## config.mk

```make
export PLATFORM = sky130hd
export DESIGN_NAME = sdram_burst_colgen
export DESIGN_NICKNAME = d
export VERILOG_FILES = /design/src/rtl/sbcg_pkg.sv /design/src/rtl/sbcg_mode_reg.sv /design/src/rtl/sbcg_addr_gen.sv /design/src/rtl/sdram_burst_colgen.sv
export SDC_FILE = /design/constraint.sdc
export NUM_CORES = 1
export LEC_CHECK = 0
export ABC_AREA = 1
export ABC_CLOCK_PERIOD_IN_PS = 1670
export BUFFER_PORTS_ARGS = -buffer_cell sky130_fd_sc_hd__buf_2
export CORE_MARGIN = 2
export CORE_UTILIZATION = 50
export DETAILED_ROUTE_END_ITERATION = 8
export PLACE_DENSITY_LB_ADDON = 0.2
export SLEW_MARGIN = 20
export SYNTH_ARGS = -nofsm -noshare
export SYNTH_HDL_FRONTEND = slang
export SYNTH_HIERARCHICAL = 1
export SYNTH_SLANG_ARGS = --single-unit
```

## constraint.sdc

```tcl
create_clock -name clk -period 1.67 [get_ports clk]
set_input_delay 0.167 -clock clk [delete_from_list [all_inputs] [get_ports clk]]
set_output_delay 0.167 -clock clk [all_outputs]
set_load 0.02 [all_outputs]
```

## src/rtl/sbcg_pkg.sv

```systemverilog
package sbcg_pkg;

    typedef enum logic [1:0] {
        ST_IDLE  = 2'd0,
        ST_BURST = 2'd1,
        ST_PAGE  = 2'd2
    } burst_state_e;

    typedef struct packed {
        logic [2:0] len_code;
        logic       interleave;
        logic [2:0] cas;
        logic       single_wr;
    } mode_t;

    localparam logic [2:0] LEN_CODE_1    = 3'b000;
    localparam logic [2:0] LEN_CODE_2    = 3'b001;
    localparam logic [2:0] LEN_CODE_4    = 3'b010;
    localparam logic [2:0] LEN_CODE_8    = 3'b011;
    localparam logic [2:0] LEN_CODE_PAGE = 3'b111;

endpackage

```

## src/rtl/sbcg_mode_reg.sv

```systemverilog
module sbcg_mode_reg
    import sbcg_pkg::*;
#(
    parameter int ADDR_W = 10
) (
    input  logic              clk,
    input  logic              rst_n,
    input  logic              load,
    input  logic [ADDR_W-1:0] word,
    output mode_t             mode_q
);
    localparam int LEN_LO = 0;
    localparam int ORD_B  = 3;
    localparam int CAS_LO = 4;
    localparam int WS_B   = 9;

    always_ff @(posedge clk or negedge rst_n) begin
        if (!rst_n) begin
            mode_q.len_code   <= LEN_CODE_1;
            mode_q.interleave <= 1'b0;
            mode_q.cas        <= 3'b011;
            mode_q.single_wr  <= 1'b0;
        end else if (load) begin
            mode_q.len_code   <= word[LEN_LO+2:LEN_LO];
            mode_q.interleave <= word[ORD_B];
            mode_q.cas        <= word[CAS_LO+2:CAS_LO];
            mode_q.single_wr  <= word[WS_B];
        end
    end

    // the latency field follows the loaded word one cycle later
    p_load_cas_r2: assert property (@(posedge clk) disable iff (!rst_n)
        load |=> mode_q.cas == $past(word[CAS_LO+2:CAS_LO]));

endmodule

```

## src/rtl/sbcg_addr_gen.sv

```systemverilog
module sbcg_addr_gen #(
    parameter int COL_W = 8
) (
    input  logic [COL_W-1:0] base,
    input  logic [COL_W-1:0] beat,
    input  logic [COL_W-1:0] mask,
    input  logic             xor_order,
    output logic [COL_W-1:0] addr
);
    logic [COL_W-1:0] lin_sum;
    assign lin_sum = base + beat;

    for (genvar i = 0; i < COL_W; i++) begin : g_bit
        always_comb begin
            if (mask[i])
                addr[i] = xor_order ? (base[i] ^ beat[i]) : lin_sum[i];
            else
                addr[i] = base[i];
        end
    end

endmodule

```

## src/rtl/sdram_burst_colgen.sv

```systemverilog
module sdram_burst_colgen
    import sbcg_pkg::*;
#(
    parameter int COL_W  = 8,
    parameter int MODE_W = 10
) (
    input  logic              clk,
    input  logic              rst_n,
    input  logic              mode_load,
    input  logic [MODE_W-1:0] mode_addr,
    input  logic              cmd_start,
    input  logic              cmd_write,
    input  logic [COL_W-1:0]  cmd_col,
    input  logic              cmd_stop,
    output logic [COL_W-1:0]  col_addr,
    output logic              col_valid,
    output logic              col_last,
    output logic [2:0]        cas_lat
);
    localparam int SH_W = $clog2(COL_W + 1);
    localparam logic [COL_W-1:0] ONE = {{(COL_W-1){1'b0}}, 1'b1};

    mode_t            mode_q;
    burst_state_e     state_q, state_d;
    logic [COL_W-1:0] base_q, base_d;
    logic [COL_W-1:0] beat_q, beat_d;
    logic [COL_W-1:0] mask_q, mask_d;
    logic             xor_q, xor_d;

    logic [SH_W-1:0]  new_sh;
    logic             new_page;
    logic             new_xor;
    logic [COL_W-1:0] new_mask;

    sbcg_mode_reg #(.ADDR_W(MODE_W)) u_mode (
        .clk    (clk),
        .rst_n  (rst_n),
        .load   (mode_load),
        .word   (mode_addr),
        .mode_q (mode_q)
    );

    // burst shape decided at the command, from the configuration in force
    always_comb begin
        new_page = 1'b0;
        unique case (mode_q.len_code)
            LEN_CODE_2:    new_sh = SH_W'(1);
            LEN_CODE_4:    new_sh = SH_W'(2);
            LEN_CODE_8:    new_sh = SH_W'(3);
            LEN_CODE_PAGE: begin
                new_sh   = SH_W'(COL_W);
                new_page = 1'b1;
            end
            default:       new_sh = '0;
        endcase
        if (cmd_write && mode_q.single_wr) begin
            new_sh   = '0;
            new_page = 1'b0;
        end
        new_xor  = mode_q.interleave && !new_page;
        new_mask = ~({COL_W{1'b1}} << new_sh);
    end

    // next-state logic
    always_comb begin
        state_d = state_q;
        base_d  = base_q;
        beat_d  = beat_q;
        mask_d  = mask_q;
        xor_d   = xor_q;
        if (cmd_start) begin
            state_d = new_page ? ST_PAGE : ST_BURST;
            base_d  = cmd_col;
            beat_d  = '0;
            mask_d  = new_mask;
            xor_d   = new_xor;
        end else if (cmd_stop) begin
            state_d = ST_IDLE;
        end else begin
            unique case (state_q)
                ST_IDLE:  ;
                ST_BURST: begin
                    if (beat_q == mask_q) state_d = ST_IDLE;
                    else                  beat_d  = beat_q + ONE;
                end
                ST_PAGE:  beat_d = beat_q + ONE;
                default:  state_d = ST_IDLE;
            endcase
        end
    end

    // state register
    always_ff @(posedge clk or negedge rst_n) begin
        if (!rst_n) begin
            state_q <= ST_IDLE;
            base_q  <= '0;
            beat_q  <= '0;
            mask_q  <= '0;
            xor_q   <= 1'b0;
        end else begin
            state_q <= state_d;
            base_q  <= base_d;
            beat_q  <= beat_d;
            mask_q  <= mask_d;
            xor_q   <= xor_d;
        end
    end

    sbcg_addr_gen #(.COL_W(COL_W)) u_addr (
        .base      (base_q),
        .beat      (beat_q),
        .mask      (mask_q),
        .xor_order (xor_q),
        .addr      (col_addr)
    );

    // outputs
    always_comb begin
        col_valid = (state_q != ST_IDLE);
        col_last  = (state_q == ST_BURST) && (beat_q == mask_q);
        cas_lat   = mode_q.cas;
    end

    p_start_addr_r3: assert property (@(posedge clk) disable iff (!rst_n)
        cmd_start |=> col_valid && col_addr == $past(cmd_col));

    p_upper_hold_r4: assert property (@(posedge clk) disable iff (!rst_n)
        col_valid && !col_last && !cmd_start && !cmd_stop
        |=> (col_addr & ~$past(mask_q)) == ($past(col_addr) & ~$past(mask_q)));

    p_last_valid_r6: assert property (@(posedge clk) disable iff (!rst_n)
        col_last |-> col_valid);

    p_last_ends_r6: assert property (@(posedge clk) disable iff (!rst_n)
        col_last && !cmd_start |=> !col_valid);

    p_page_step_r7: assert property (@(posedge clk) disable iff (!rst_n)
        state_q == ST_PAGE && !cmd_start && !cmd_stop
        |=> col_valid && col_addr == $past(col_addr) + ONE);

    p_single_wr_r8: assert property (@(posedge clk) disable iff (!rst_n)
        cmd_start && cmd_write && mode_q.single_wr |=> col_last);

    p_stop_r10: assert property (@(posedge clk) disable iff (!rst_n)
        cmd_stop && !cmd_start |=> !col_valid);

endmodule

```

==> results of run 1 <==
## metrics by stage
step                setup slack [ns]  instance area [um2]  utilization  instances  hold slack, ns
floorplan                   -0.05345                 1928            -        265         -0.1286
finish                       -0.4383                 2636       0.7201        377         0.06983
CTS                          -0.3987                 2446       0.6681        370         0.06321
global route                 -0.5169                 2636       0.7201        377         0.06417
global placement            -0.05244                 2270       0.6200        361          0.2471
detailed placement          -0.09111                 2270       0.6200        361          0.2468
## cells in the mapped netlist
library cell,number
buf_2,1
or2_2,1
dfrtp_1,29
a31oi_1,1
nor2_1,18
o21ai_1,1
inv_2,1
mux2_2,1
xor2_1,5
o211ai_1,1
o21bai_1,1
inv_1,30
nand3_2,1
dfstp_2,2
buf_6,1
clkbuf_1,2
o22ai_1,1
xnor2_1,2
nand2_4,2
a22o_1,1
ha_1,8
a22oi_1,1
nand4_1,6
nor2_2,2
nand2_1,102
o21ai_0,5
nand3_1,27
a21oi_1,8
nor3_1,2
nand2_2,1
fa_1,1
## registers in the layout (all words and copies together) (netlist names)
signal	flops
state_q	2
u_mode/mode_q	8
base_q	8
beat_q	8
mask_q	4
xor_q	1
## power by group through the flow
stage	Sequential [mW]	Clock [mW]	Combinational, mW
after floorplan	0.871	0	0.265
final	0.859	0.673	0.538
after global placement	0.862	0	0.435
after detailed placement	0.865	0	0.442
after CTS	0.854	0.688	0.462
after global routing	0.866	0.713	0.598
## cell families (layout without fill, tap and decap cells)
group | after synthesis | count (layout) | share of synthesized area
xor gates and xnor gates | 7 | 7 | 0.03201
DFF | 31 | 31 | 0.4063
adders and majority gates | 9 | 9 | 0.06271
muxes | 1 | 1 | 0.005878
AOI/OAI and AO/OA | 20 | 20 | 0.05944
buffers and inverters | 35 | 98 | 0.07315
and+or+nand+nor | 162 | 163 | 0.3606
## tightest hold or removal path, delay by kind of cell
family / cells / cell delay (ns)
simple gates: 2 / 0.10
buf+inv: 1 / 0.09
## repair_timing
action,CTS,global route
hold buffers,1,0
buffers inserted,2,10
pin swaps,9,11
cloned,0,1
gates resized for setup,17,28
endpoints found under the setup margin,8,9
hold endpoints to repair,29,0
## cell type report
cell class | count | area [um2]
clock buffer | 7 | 96.34
clock inverter | 1 | 7.507
fill | 298 | 1025
inverter | 31 | 116.4
multi-input combinational | 200 | 1196
sequential | 31 | 778.2
tap | 48 | 60.06
timing repair buffer | 59 | 381.6
## worst paths after layout
path,end,slack [ns],cells past startpoint,from
hold / removal,u_mode/mode_q[2],0.07,3,mode_addr[5]
hold reg to reg,u_mode/mode_q[1],0.46,2,u_mode/mode_q[1]
setup / recovery,col_addr[4],-0.44,8,beat_q[0]
min in group asynchronous,u_mode/mode_q[3],0.46,2,rst_n
setup reg to reg,beat_q[3],0.03,12,beat_q[5]
max in group asynchronous,mask_q[2],0.75,2,rst_n
## layer usage
layer	wire length [um]	vias to the layer above	global-route usage
li1	-	973	-
met1	2059	909	0.2642
met2	2654	50	0.4343
met3	195	13	0.06303
met4	123	0	0.1094
met5	0	-	0
==> metrics, run 1 <==
status complete, but fails checks; failing checks setup timing; syn avg cell area 7.229 um2; Synth area leaders dfrtp_1 38%, nand2_1 20%, nand3_1 7.1%; Mapped Area 0.001916 mm2; vias in the first global route 1,853; residual DRC count 0; max cap viols 0; most area-hungry cell type in the Yosys netlist dfrtp_1; CP Capture Type primary output; setup TNS -2.421 ns; fin nets 361; DRT iter0 DRCs 82; Layout area overhead 37.62%; CP Buf/Inv Count 2; total grt overflow 0; slew at the pin closest to its max-slew limit 0.7064 ns; Top delay family on crit path adder cells; Synth warnings 6; sequential share of power 0.415; Clock Latency Late Sink 0.29 ns; Mapped Nets 298; iteration count of the initial detailed-routing pass 4; DRT Wirelength 5033 um; WL per Instance 13.35 um; gp weighted congestion 0.8470; post-synth top area share 0.3788; ANT cells 0; core region area 0.003661 mm2; commonest non-fill, non-tap cell in the layout nand2_1; Clock Power Share 0.325; Max-slew headroom 0.5291; Die ar. 0.004342 mm2; Startpoint Class flip-flop; Internal 1.402 mW; fin crit period 2.108 ns; final setup fails 8; # clock sinks 31; Max Fclk 474.3 MHz; commonest non-fill, non-tap cells in the layout 91 x nand2_1, 30 x buf_2, 29 x inv_1, 29 x dfrtp_1, 25 x buf_4; Max stage delay on crit path 0.37 ns; Pwr per Cell Area 785.3 mW/mm2; combinational power share 0.260; Mapped Cells 265; Die H 65.90 um; sw frac 0.3229; layout cells sized above 1 0.3283; site row count 22; RSZ-0062 raised after global routing yes; buffers added on ports 34; post-synthesis sequential area ratio 0.4063; Hold Vio Cnt, Final 0; CTS Buffer Depth 2; Distinct cells, synth 31; largest net degree at the start of global routing 32; Seq cells post-synth 31; TritonCTS Buffers 5; skew final 0.009156 ns; total power 2.070 mW; vias per cell 5.159; slowest CP cell fa_2; Hold Crit Class in -> reg; DR vias 1,945; Slew Viols, Final 0; Chip Width 65.90 um; global-route wire length before repair 7921 um; initial antenna violation count 0; leak pwr 1.421 nW; kind of critical path reg -> out; GRT Resource Usage Total 0.2417; hpwl dp 3186 um; crit-path max FO 2; CTS Root Cell clkbuf_8; worst path cell trace ha_2, inv_2, fa_2, o21ai_4, nand2_1, xor2_1, a21oi_2, buf_4; Switching Power 668.4 uW; Starting Density 0.5232; final worst slack -0.4383 ns; htree depth 2; Routed Antenna Nets 0; maximum VDD drop 0.6145 mV; Ports 37; Worst EP required 1.50 ns; Arrival @ worst endpoint 1.94 ns; CTS tree done; Final Cycle Share 1.262; Worst-path clk slew 0.07 ns
Note: power is estimated with default switching activity, not from simulation.
==> inputs of run 2 (changes only) <==
--- a/config.mk
+++ b/config.mk
@@ -5,11 +5,10 @@
 export SDC_FILE = /design/constraint.sdc
 export NUM_CORES = 1
 export LEC_CHECK = 0
-export ABC_AREA = 1
-export ABC_CLOCK_PERIOD_IN_PS = 1670
+export ABC_CLOCK_PERIOD_IN_PS = 2400
 export BUFFER_PORTS_ARGS = -buffer_cell sky130_fd_sc_hd__buf_2
 export CORE_MARGIN = 2
-export CORE_UTILIZATION = 50
+export CORE_UTILIZATION = 55
 export DETAILED_ROUTE_END_ITERATION = 8
 export PLACE_DENSITY_LB_ADDON = 0.2
 export SLEW_MARGIN = 20
==> constraint.sdc (replaced) <==
create_clock -name clk -period 2.4 [get_ports clk]
set_input_delay 0.24 -clock clk [delete_from_list [all_inputs] [get_ports clk]]
set_output_delay 0.24 -clock clk [all_outputs]
set_load 0.02 [all_outputs]
==> metrics, run 2 <==
Final Cycle Share 0.9779; WL per Instance 13.33 um (-0.13%); global-route wire length before repair 6934 um (-12%); Worst-path clk slew 0.07 ns (about the same); # clock sinks 31 (unchanged); leak pwr 1.067 nW (-25%); total power 1.421 mW (-31%); Final Core Density 0.6659 (-0.05424); Worst EP required 2.16 ns (+0.66 ns); core region area 0.003606 mm2 (-1.5%); Layout area overhead 18.31%; vias per cell 5.406 (+4.8%); commonest non-fill, non-tap cells in the layout 32 x buf_2, 29 x dfrtp_1, 17 x nor2_1; worst r2r dst beat_q[6]; ANT cells 0 (unchanged); TritonCTS Buffers 5 (unchanged); Hold Slack -0.01484 ns (-0.08467 ns); Slew Viols, Final 0 (unchanged); Die H 64.75 um (-1.7%); Hold Crit Class in -> async; Mapped Area 0.002029 mm2 (+5.9%); Distinct cells, synth 45 (+45%); Post-Layout Inst Area 0.002401 mm2 (-8.9%); Seq cells post-synth 31 (unchanged); vias in the first global route 1,526 (-18%); layout cells sized above 1 0.3520 (+0.02373); RSZ-0062 raised after global routing yes; site row count 22 (unchanged); combinational power share 0.280 (+0.020); max cap viols 0 (unchanged); Post-synth EDFFs 0 (unchanged); DRT iter0 DRCs 90 (+9.8%); CTS Buffer Depth 2 (unchanged); Post-Layout Cell Count 298 (-21%); most area-hungry cell type in the Yosys netlist dfrtp_1; FFs w/ async S/R, synth 1.000 (unchanged); post-synthesis sequential area ratio 0.3835 (-0.02279); gp weighted congestion 0.8897 (+5.0%); Chip Width 64.75 um (-1.7%); fin nets 282 (-22%); synth cell count leaders 29 x dfrtp_1, 17 x nor2_1, 14 x mux2_2; failing checks hold timing; top-count cell post-synth dfrtp_1; GRT Resource Usage Total 0.2169 (-0.02479); buffers added on ports 34 (unchanged); Pwr per Cell Area 591.9 mW/mm2 (-25%); cells on worst reg2reg path 8 (-4); Internal 959.2 uW (-32%); kind of critical path reg -> out; htree depth 2 (unchanged); Max-slew headroom 0.5510 (+0.02189); commonest non-fill, non-tap cell in the layout buf_2; final setup fails 0 (-8); hpwl dp 2883 um (-9.5%); top flop regs base_q (8), beat_q (8), u_mode/mode_q (8); Mapped Nets 237 (-20%); skew final 0.008884 ns (-0.0002712 ns); Clock Latency Late Sink 0.29 ns (about the same); CTS tree done; R2R setup slack 0.39 ns (+0.36 ns); Hold Vio Cnt, Final 29 (+29); initial antenna violation count 0 (unchanged); CP Capture Type primary output; syn avg cell area 9.948 um2 (+38%); total grt overflow 0 (unchanged); sequential share of power 0.438 (+0.023); Ports 37 (unchanged); Post-Place Cells 286 (-21%); crit-path max FO 3 (+1); post-synth top area share 0.3576 (-0.02125); maximum VDD drop 0.4064 mV (-34%); Arrival @ worst endpoint 2.11 ns (+0.17 ns); Synth area leaders dfrtp_1 36%, mux2_2 7.8%, mux2_4 6.7%; Routed Antenna Nets 0 (unchanged); R2R Path Start beat_q[1]; sw frac 0.3251 (+0.002261); largest net degree at the start of global routing 32 (unchanged); Max Fclk 426.1 MHz; Starting Density 0.5628 (+0.03956); fin crit period 2.347 ns; ys flop type dfrtp_1; Synth warnings 6 (unchanged); residual DRC count 0 (unchanged); Switching Power 462.1 uW (-31%); CTS Root Cell clkbuf_8; Mapped Cells 204 (-23%); fillcell total 309 (+3.7%); Clock Power Share 0.281 (-0.044); Die ar. 0.004192 mm2 (-3.5%); slew at the pin closest to its max-slew limit 0.6735 ns (-0.03283 ns); iteration count of the initial detailed-routing pass 4 (unchanged); Startpoint Class flip-flop; DR vias 1,611 (-17%); Placed Area 0.002260 mm2 (-0.44%); status complete, but fails checks; DRT Wirelength 3973 um (-21%)
## run 2: cell types whose count changed after synthesis, moves of 4 or more
| cell | before | now |
|---|---|---|
| nor2b_1 | 0 | 8 |
| nand2_1 | 102 | 11 |
| a21oi_1 | 8 | 12 |
| o21ai_0 | 5 | 9 |
| inv_1 | 30 | 13 |
| xor2_1 | 5 | 1 |
| mux2_2 | 1 | 14 |
| nand2b_1 | 0 | 6 |
| xnor2_1 | 2 | 8 |
| mux2_4 | 0 | 9 |
| nand3_1 | 27 | 3 |
## run 2: worst max-delay path, stage by stage (launching register included)
cell and delay, ns:
dfrtp_1 0.40, ha_1 0.33, a211oi_2 0.21, nor3_2 0.09
a31oi_1 0.24, mux2i_1 0.25, xor2_1 0.16, buf_4 0.16
## run 2: worst max path at each step
stage              start     endpoint  slack (ns)  depth (start not counted)
6_report       base_q[1]  col_addr[7]        0.05                          7
5_1_grt        base_q[1]  col_addr[7]       -0.11                          7
4_1_cts        base_q[1]  col_addr[7]        0.02                          7
3_5_place_dp   base_q[0]  col_addr[4]        0.24                          9
3_3_place_gp   base_q[0]  col_addr[6]        0.27                          9
2_1_floorplan  beat_q[0]  col_addr[4]        0.23                          8
## run 2: layout make-up
class	count	area [um2]	area share
clock buffers	6	72.57	0.03022
clock inverters	2	12.51	0.005211
repair buffers	44	254.0	0.1058
well taps	48	60.06	0.02501
flip-flops and latches	31	778.2	0.3241
inverters	13	48.80	0.02032
multi-input cells	154	1175	0.4893
## run 2: layer usage
metal	routed length [um]	track usage
met3	186	0.06944
met1	1810	0.2724
met2	1880	0.3454
met4	94	0.08777
met5	0	0
## run 2: logic make-up after synthesis
family	count (synthesis)	synth area share
AND/OR/NAND/NOR	69	0.1831
AO/OA/AOI/OAI	41	0.1295
flip-flops	31	0.3835
multiplexers	25	0.1547
buffers and inverters	19	0.04624
adder cells (fa/ha/maj)	10	0.06412
XOR/XNOR	9	0.03884
## run 2: metrics by stage
| stage | worst slack, ns | setup TNS [ns] | hold WS, ns |
|---|---|---|---|
| floorplan | 0.2298 | 0 | -0.05559 |
| global placement | 0.2720 | 0 | 0.3258 |
| detailed placement | 0.2441 | 0 | 0.3190 |
| CTS | 0.01779 | 0 | 0.01024 |
| global route | -0.1068 | -0.1082 | 0.04197 |
| finish | 0.05302 | 0 | -0.01484 |
## run 2: power by group through the flow
| stage | registers [mW] | logic [mW] | clock network (mW) |
|---|---|---|---|
| after global routing | 0.633 | 0.443 | 0.442 |
| after CTS | 0.622 | 0.391 | 0.412 |
| after floorplan | 0.630 | 0.271 | 0 |
| after detailed placement | 0.631 | 0.383 | 0 |
| after global placement | 0.631 | 0.375 | 0 |
| final | 0.623 | 0.398 | 0.400 |
## run 2: what timing repair did
| item | 4_1_cts | 5_1_grt |
|---|---|---|
| hold buffers | 0 | 0 |
| gates resized for setup | 4 | 6 |
| setup buffers | 1 | 3 |
| pin swaps | 3 | 8 |
| endpoints found under the setup margin | 3 | 4 |
==> inputs of run 3 (changes only) <==
--- a/config.mk
+++ b/config.mk
@@ -5,10 +5,10 @@
 export SDC_FILE = /design/constraint.sdc
 export NUM_CORES = 1
 export LEC_CHECK = 0
-export ABC_CLOCK_PERIOD_IN_PS = 2400
+export ABC_CLOCK_PERIOD_IN_PS = 2950
 export BUFFER_PORTS_ARGS = -buffer_cell sky130_fd_sc_hd__buf_2
 export CORE_MARGIN = 2
-export CORE_UTILIZATION = 55
+export CORE_UTILIZATION = 60
 export DETAILED_ROUTE_END_ITERATION = 8
 export PLACE_DENSITY_LB_ADDON = 0.2
 export SLEW_MARGIN = 20
==> constraint.sdc (replaced) <==
create_clock -name clk -period 2.95 [get_ports clk]
set_input_delay 0.295 -clock clk [delete_from_list [all_inputs] [get_ports clk]]
set_output_delay 0.295 -clock clk [all_outputs]
set_load 0.02 [all_outputs]
==> metrics, run 3 (same netlist as run 2, synthesis figures left out) <==
top flop regs base_q (8), beat_q (8), u_mode/mode_q (8); final worst slack 0.2498 ns (+0.1968 ns); DRT Wirelength 3873 um (-2.5%); Arrival @ worst endpoint 2.41 ns (+0.30 ns); gp weighted congestion 0.8712 (-2.1%); hold buffer count at CTS 0 (unchanged); vias per cell 5.587 (+3.4%); status complete, but fails checks; global-route wire length before repair 6817 um (-1.7%); WL per Instance 13.54 um (+1.6%); Clock Power Share 0.228 (-0.053); failing checks hold timing; Layout area overhead 11.53%; Worst-path clk slew 0.09 ns (+0.02 ns); fillcell total 290 (-6.1%); RSZ-0062 raised after global routing no; sw frac 0.3413 (+0.01613); ANT cells 0 (unchanged); R2R Path Start mask_q[6]; htree depth 2 (unchanged); residual DRC count 0 (unchanged); cell mode on critical path a21oi_1; DRT iter0 DRCs 90 (unchanged); Hold Crit Class in -> async; site row count 21 (-4.5%); leak pwr 1.000 nW (-6.2%); crit-path max FO 8 (+5); max cap viols 0 (unchanged); CTS Buffer Depth 2 (unchanged); buffers added on ports 34 (unchanged); CTS tree done; Sequential cell area 779.5 um2 (+0.16%); core region area 0.003284 mm2 (-8.9%); post-CTS setup buffer count 0 (-1); CTS Root Cell clkbuf_4; Final Cycle Share 0.9153; skew final 0.007040 ns (-0.001845 ns); Clock Latency Late Sink 0.34 ns (+0.05 ns); R2R setup slack 0.87 ns (+0.48 ns); GRT Resource Usage Total 0.2194 (+0.002421); # resized after CTS 0 (-4); CP Capture Type primary output; Die H 62.16 um (-4.0%); final setup fails 0 (unchanged); # clock sinks 31 (unchanged); worst path cell trace ha_1, inv_1, fa_1, nor2b_1, o21ai_0, a21oi_1, xnor2_1, a21oi_1, buf_2; TritonCTS Buffers 5 (unchanged); Place WS 0.5593 ns (+0.3152 ns); Startpoint Class flip-flop; vias in the first global route 1,566 (+2.6%); total power 1.047 mW (-26%); fin nets 272 (-3.5%); Pwr per Cell Area 462.6 mW/mm2 (-22%); Chip Width 62.16 um (-4.0%); Worst EP required 2.65 ns (+0.49 ns); DR vias 1,598 (-0.81%); Max Fclk 370.3 MHz; commonest non-fill, non-tap cells in the layout 34 x buf_2, 28 x dfrtp_1, 17 x nor2_1; commonest non-fill, non-tap cell in the layout buf_2; iteration count of the initial detailed-routing pass 4 (unchanged); Post-Place Cells 278 (-2.8%); worst r2r dst beat_q[4]; Post-Layout Cell Count 286 (-4.0%); area of the multi-input gates 0.001157 mm2 (-1.5%); fin crit period 2.700 ns; combinational power share 0.277 (-0.003); sequential share of power 0.494 (+0.056); maximum VDD drop 0.2981 mV (-27%); Ports 37 (unchanged); layout cells sized above 1 0.3000 (-0.05200); Hold Vio Cnt, Final 29 (unchanged); Die ar. 0.003864 mm2 (-7.8%); Max stage delay on crit path 0.46 ns (+0.06 ns); Routed Antenna Nets 0 (unchanged); Starting Density 0.6179 (+0.05510); Hold Slack -0.02115 ns (-0.006309 ns); initial antenna violation count 0 (unchanged); Slew Viols, Final 0 (unchanged); slowest CP cell dfrtp_2; Switching Power 357.3 uW (-23%); Max-slew headroom 0.5519 (+0.0009340); Internal 689.7 uW (-28%); setup TNS 0 ns (unchanged); slew at the pin closest to its max-slew limit 0.6721 ns (-0.001401 ns); kind of critical path reg -> out; hpwl dp 2776 um (-3.7%); cells on worst reg2reg path 5 (-3); total grt overflow 0 (unchanged); largest net degree at the start of global routing 35 (+9.4%)
==> run 3: layer usage <==
layer | vias to the layer above | routed length (um) | track usage | part of all wire
li1 | 798 | - | - | -
met1 | 751 | 1675 | 0.2542 | 0.43
met2 | 40 | 1945 | 0.3872 | 0.50
met3 | 9 | 183 | 0.05435 | 0.047
met4 | 0 | 70 | 0.09167 | 0.018
met5 | - | 0 | 0 | 0
==> run 3: worst max-delay path by stage <==
stage	cells after the start	startpoint	end
final	9	beat_q[0]	col_addr[4]
after global routing	9	beat_q[0]	col_addr[4]
after CTS	9	beat_q[0]	col_addr[4]
after detailed placement	9	beat_q[0]	col_addr[4]
after global placement	9	beat_q[0]	col_addr[6]
after floorplan	8	beat_q[0]	col_addr[4]
==> run 3: worst max-delay path, delay by kind of cell (launching register included) <==
family          cells  cell delay [ns]
flops               1             0.46
compound gates      3             0.43
xor+xnor            1             0.15
simple gates        1             0.12
buf+inv             2             0.25
fa+ha+maj           2             0.65
==> run 3: cell type report <==
type | instances | share of cell area
clock buffers | 7 | 0.01990
clock inverters | 1 | 0.002211
inverters | 13 | 0.02156
multi-input cells | 154 | 0.5113
flip-flops and latches | 31 | 0.3444
well taps | 46 | 0.02543
repair buffers | 34 | 0.07518
==> run 3: power by group through the flow <==
stage / sequential [mW] / clock, mW / combinational (mW)
floorplan: 0.512 / 0 / 0.220
global placement: 0.523 / 0 / 0.285
detailed placement: 0.524 / 0 / 0.292
CTS: 0.516 / 0.243 / 0.294
global route: 0.525 / 0.267 / 0.329
finish: 0.518 / 0.239 / 0.290
==> run 3: metrics by stage <==
step                      cell area (um2)    util
final                                2263  0.6891
after global routing                 2263  0.6891
after CTS                            2262  0.6888
after detailed placement             2212  0.6735
after global placement               2212  0.6735
after floorplan                      2029       -
